==> config.mk <==
export PLATFORM = sky130hd
export DESIGN_NAME = dual_capture
export DESIGN_NICKNAME = d
export VERILOG_FILES = /design/src/rtl/dual_capture.sv
export SDC_FILE = /design/constraint.sdc
export NUM_CORES = 1
export LEC_CHECK = 0
export ABC_AREA = 1
export BUFFER_PORTS_ARGS = -buffer_cell sky130_fd_sc_hd__clkbuf_2
export CORE_MARGIN = 5
export CORE_UTILIZATION = 24
export DETAILED_ROUTE_END_ITERATION = 12
export GPL_ROUTABILITY_DRIVEN = 0
export SKIP_CTS_REPAIR_TIMING = 1
export SYNTH_ARGS = -nofsm -noshare
export SYNTH_HDL_FRONTEND = slang
export SYNTH_SLANG_ARGS = --single-unit
==> constraint.sdc <==
create_clock -name clk -period 3 [get_ports clk]
set_input_delay 0.3 -clock clk [delete_from_list [all_inputs] [get_ports clk]]
set_output_delay 0.3 -clock clk [all_outputs]
set_load 0.02 [all_outputs]
==> src/rtl/dual_capture.sv <==
module dual_capture #(
  parameter int DW = 8
) (
  input  logic          clk,
  input  logic          rst_n,
  input  logic [2*DW-1:0] timer_val,
  input  logic          cap_a_pin,
  input  logic          cap_b_pin,
  input  logic          wr_en,
  input  logic          rd_en,
  input  logic [2:0]    addr,
  input  logic [DW-1:0] wdata,
  output logic [DW-1:0] rdata,
  output logic          irq
);
  localparam int TW = 2 * DW;

  logic [1:0] pin, sy1, sy2, pv, lock, flag, ien, hit, fire, rd_lo, rd_hi;
  logic [3:0] esel;
  logic [1:0][TW-1:0] cap;
  logic rd_flag;
  wire unused_wdata = ^wdata;

  assign pin     = {cap_b_pin, cap_a_pin};
  assign rd_flag = rd_en && addr == 3'd2;
  assign irq     = |(flag & ien);

  always_comb begin
    for (int c = 0; c < 2; c++) begin
      rd_lo[c] = rd_en && addr == 3'(4 + 2 * c);
      rd_hi[c] = rd_en && addr == 3'(5 + 2 * c);
      hit[c]   = (esel[2*c] & sy2[c] & ~pv[c]) | (esel[2*c+1] & ~sy2[c] & pv[c]);
      fire[c]  = hit[c] & ~lock[c] & ~rd_lo[c];
    end
  end

  always_ff @(posedge clk or negedge rst_n) begin
    if (!rst_n) begin
      sy1 <= '0;
      sy2 <= '0;
      pv  <= '0;
    end else begin
      sy1 <= pin;
      sy2 <= sy1;
      pv  <= sy2;
    end
  end

  always_ff @(posedge clk or negedge rst_n) begin
    if (!rst_n) begin
      esel <= '0;
      ien  <= '0;
    end else if (wr_en) begin
      if (addr == 3'd0) esel <= wdata[3:0];
      if (addr == 3'd1) ien  <= wdata[1:0];
    end
  end

  always_ff @(posedge clk or negedge rst_n) begin
    if (!rst_n) begin
      cap  <= '0;
      flag <= '0;
      lock <= '0;
    end else begin
      for (int c = 0; c < 2; c++) begin
        if (fire[c]) cap[c] <= timer_val;
        if (fire[c]) flag[c] <= 1'b1;
        else if (rd_flag) flag[c] <= 1'b0;
        if (rd_lo[c]) lock[c] <= 1'b1;
        else if (rd_hi[c]) lock[c] <= 1'b0;
      end
    end
  end

  always_comb begin
    case (addr)
      3'd0:    rdata = DW'(esel);
      3'd1:    rdata = DW'(ien);
      3'd2:    rdata = DW'(flag);
      3'd4:    rdata = cap[0][DW-1:0];
      3'd5:    rdata = cap[0][TW-1:DW];
      3'd6:    rdata = cap[1][DW-1:0];
      3'd7:    rdata = cap[1][TW-1:DW];
      default: rdata = '0;
    endcase
  end


  lock_hold_a_chk: assert property (@(posedge clk) disable iff (!rst_n)
    lock[0] |=> $stable(cap[0]));

  lock_hold_b_chk: assert property (@(posedge clk) disable iff (!rst_n)
    lock[1] |=> $stable(cap[1]));

  no_sel_a_chk: assert property (@(posedge clk) disable iff (!rst_n)
    esel[1:0] == 2'b00 |=> $stable(cap[0]));

  no_sel_b_chk: assert property (@(posedge clk) disable iff (!rst_n)
    esel[3:2] == 2'b00 |=> $stable(cap[1]));

  flag_on_cap_chk: assert property (@(posedge clk) disable iff (!rst_n)
    cap[0] != $past(cap[0]) |-> flag[0]);

  irq_mask_chk: assert property (@(posedge clk) disable iff (!rst_n)
    ien == 2'b00 |-> !irq);
endmodule

* After elaboration in Yosys (flattened, before gate mapping)
Index checks and enable logic that the tools add are counted.
W data, S select, Z words.
** Cells by class
- Order comparisons :: 0
- $add $sub $neg :: 0
- Shift operators :: 0
- Bitwise operators :: 23
- $mul :: 0
- Mux-type cells :: 8
- Eq/ne operators :: 6
- Reductions and logical operators :: 13
- Divide/modulo/power cells :: 0
** Operators with widths (count)
- $pmux W8 S7 :: 1
- $and A1 B1 Y1 :: 12
- $eq A3 B3 Y1 const B :: 4
- $not A1 Y1 :: 8
- $reduce_bool A2 Y1 :: 4
- $mux W1 :: 7
- $logic_and A1 B1 Y1 :: 5
- $reduce_and A2 Y1 :: 2
- $eq A3 B1 Y1 const B :: 1
- $eq A3 B2 Y1 const B :: 1
- $logic_not A3 Y1 :: 1
- $and A2 B2 Y2 :: 1
- $or A1 B1 Y1 :: 2
- $reduce_or A2 Y1 :: 1
** Word-level totals
- Memory bits (read-only) :: 0
- Bits in writable memories :: 0
- Bits in latches :: 0
- Word-level logic and storage cells :: 61
- Bits in registers :: 48
- Output and inout bits :: 9
- Memories :: 0
- Bits of input ports :: 33

* Depth between registers and ports, before layout
- Word-level depth :: 7
- Depth in mapped cells :: 7
- Mapped depth without buffers :: 7

* Worst setup path after synthesis
OpenSTA, ideal clock, no wires.
- Path type :: input port to output port
- Start :: input port addr[1]
- End :: output port rdata[2]
- Stages :: 7
- Path slack :: 1.659 ns
- Data required time :: 2.700 ns
- Path buffers :: 2
- Arrival time :: 1.041 ns
- Path through :: buf_4 > inv_1 > buf_2 > nand4_1 > nand2_1 > inv_1 > nand3_1
** Between the ends
- Word-level cells in the longest chain between the ends :: 2
- Elaborated cells on any way between the ends :: 8
- Those cells by class :: eq/ne: 6; mux: 1; reduce/logical: 1
** Ends and longest elaborated chain
- start: declaration :: RTL line 11 : input logic [2:0] addr,
- $eq A3 B3 Y1 (tied with other cells) :: RTL line 76 : case (addr)
- $pmux W8 S7 * :: RTL line 76
- end: declaration :: RTL line 13 : output logic [DW-1:0] rdata,
Mark *: on every way between the ends. The rest lies on a longest branch, timed or not.

* Final worst setup path
- Start :: input port addr[2]
- End :: output port rdata[1]
The elaborated chain is that of the path after synthesis.

==> qor.csv <==
stage,metric,value,unit
status,status,"finished, final reports clean",
setup_path,worstPathRequired,2.70,ns
setup_path,crit_type,in -> out,
floorplanning,core-area,9730,µm²
floorplanning,die_area,12000,µm²
power,p_seq_share,50.6,%
timing,finalCriticalPeriod,1.92,ns
drt,wl_per_cell,14.7,µm
logic_synthesis,syn_nets,316,
drt,first_pass_iters,4,
drt,vias,2118,
timing,setup_viol,0,
timing,fin_ws,1.08,ns
cts,insertion_delay,0.31,ns
power,leakage,0.00140,µW
power,p_int,1220,µW
timing,fin_skew,0.00486,ns
job,cap_violations,0,
cts,clockRootBuffer,clkbuf_8,
floorplanning,die_w,109,µm
setup_path,crit_family,buffers and inverters,
grt,grt_usage,11.5,%
place,port_buffers,37,
power,clockPowerShare,26.0,%
power,irDropWorstVdd,204,µV
power,finalPower,1840,µW
final_layout,post-route-util,28.4,%
grt,grt_pass1_wl,10700,µm
timing,setup_tns,0,ns
setup_path,endpoint_kind,output port,
setup_path,arrival,1.62,ns
setup_path,slowest_delay,0.43,ns
floorplanning,dieHeight,109,µm
timing,max_slew_margin,44.9,%
logic_synthesis,synth_seq_cells,48,
power,p_comb_share,23.4,%
timing,rsz0062_at_grt,no,
timing,max_freq,522,MHz
drt,post-route-drc-count,0,
logic_synthesis,yosysWarnings,0,
hold_path,min_path_type,in -> async,
floorplanning,start_util,24.4,%
grt,grt_pass1_vias,2112,
timing,period_share,63.8,%
power,p_per_area,667,nW/µm²
cts,cts_buffer_depth,2,
setup_path,path_max_fanout,23,
setup_path,worst-path-buf-inv,2,
final_layout,nNetsFinal,350,
setup_path,cp-start-kind,primary input,
final_layout,final_common_cell,nand2_1,
timing,worst_slew_pin_slew,0.827,ns
cts,cts_tree,done,
final_layout,drive_above_1_share,18.2,%
drt,vias_per_cell,4.70,
floorplanning,io_pins,42,
timing,holdWs,0.0728,ns
setup_path,crit_slowest_cell,clkbuf_2,
cts,clkSinkCount,48,
grt,grt_max_degree,32,
setup_path,crit_path_frequent_cell,clkbuf_2,
place,dpl.hpwl,4590,µm
logic_synthesis,synth_area,2370,µm²
setup_path,crit_chain,"clkbuf_2, nand3_1, o21ai_0, nor2_1, nand2_1, clkbuf_2",
drt,ant_nets,0,
cts,clk_pin_slew,0.09,ns
place,place_worst_setup_slack,1.08,ns
power,switching_share,33.9,%
timing,drv_slew,0,
setup_path,r2r_slack,1.33,ns
logic_synthesis,synth_cells,283,
grt,antenna_found_initial,1,
grt,overflow,0,
drt,drtIter0Drc,150,
final_layout,antennaDiodeCount,0,
final_layout,area_growth,16.7,%
cts,numCtsBuffers,5,
floorplanning,row_count,36,
drt,wirelength,6630,µm
logic_synthesis,synth_cell_types,23,
final_layout,mostFrequentLayoutCells,"nand2_1 (108), nand4_1 (52), dfrtp_1 (48), clkbuf_2 (37), inv_1 (20)",
power,switching_power,626,µW
logic_synthesis,syn_avg_cell_area,8.38,µm²
logic_synthesis,ys_seq_area_share,50.6,%
timing,hold_violations,0,
cts,cts-htree-levels,2,
==> cells by family (layout without fill, tap and decap cells) <==
family	after synthesis	count (layout)	share of synthesized area, %
AND/OR/NAND/NOR	185	185	38.1
flip-flops	48	48	50.6
buffers and inverters	36	71	7.59
AO/OA/AOI/OAI	14	14	3.64
==> flip-flops by register name, summed over array words and instances (netlist names) <==
name,cells
pv,2
lock,2
sy1,2
esel,4
flag,2
cap,32
ien,2
sy2,2
==> worst reg2reg max path: cells and delay by family (launching register included) <==
family	cells	cell delay (ns)
flip-flops	1	0.39
AND/OR/NAND/NOR	5	1.18
==> Yosys cell counts <==
cell	instances	share of area [%]
inv_1	20	3.2
o21ai_0	8	1.7
nand3_2	1	0.42
a21oi_4	1	0.69
inv_2	2	0.32
nand3_1	7	1.5
nor3_4	1	0.69
a21oi_1	2	0.42
buf_6	4	1.9
o21ai_2	1	0.37
nand4_1	52	14
and2_1	1	0.26
dfrtp_1	48	51
o21ai_1	1	0.21
buf_2	6	1.3
o22ai_1	1	0.26
clkbuf_1	2	0.32
nand2_1	108	17
nand3_4	1	0.74
nand4_4	2	1.8
nor2_1	11	1.7
nor3_1	1	0.21
buf_4	2	0.63
==> through the flow <==
step                area (µm²)  std cells
floorplan                 2370        283
global placement          2660        443
detailed placement        2660        443
CTS                       2770        451
global route              2770        451
finish                    2770        451
==> power groups by stage <==
stage	Sequential (µW)	Combinational (µW)	Clock (µW)
3_3_place_gp	940	424	0
6_report	934	432	479
2_1_floorplan	909	309	0
5_1_grt	951	492	506
3_5_place_dp	942	437	0
4_1_cts	932	436	483
==> path summary, 6_finish.rpt <==
| check | end | start | cells after the start |
|---|---|---|---|
| max in group asynchronous | cap[9]$_DFFE_PN0P_ | rst_n | 2 |
| worst min-delay path | cap[1]$_DFFE_PN0P_ | rst_n | 1 |
| worst max-delay path | rdata[1] | addr[2] | 6 |
| worst max register to register | cap[25]$_DFFE_PN0P_ | esel[2]$_DFFE_PN0P_ | 5 |
| min in group clk | sy1[1]$_DFF_PN0_ | cap_b_pin | 1 |
| worst min register to register | sy2[1]$_DFF_PN0_ | sy1[1]$_DFF_PN0_ | 0 |
==> final cells by class <==
type	instances	area [µm²]
clock buffers	5	68.8
repair buffers	41	215
fillers	1060	6960
flip-flops and latches	48	1200
clock inverters	3	42.5
well taps	133	166
multi-input cells	199	991
inverters	22	82.6
==> metal layers <==
metal | global-route usage (%) | vias up | routed length [µm]
met5 | 0 | - | 13
met4 | 4.36 | 2 | 119
met3 | 3.88 | 11 | 553
met2 | 18.4 | 63 | 3110
met1 | 14.3 | 1015 | 2840
li1 | - | 1027 | -
No activity file was read; power rests on OpenSTA's default activity.
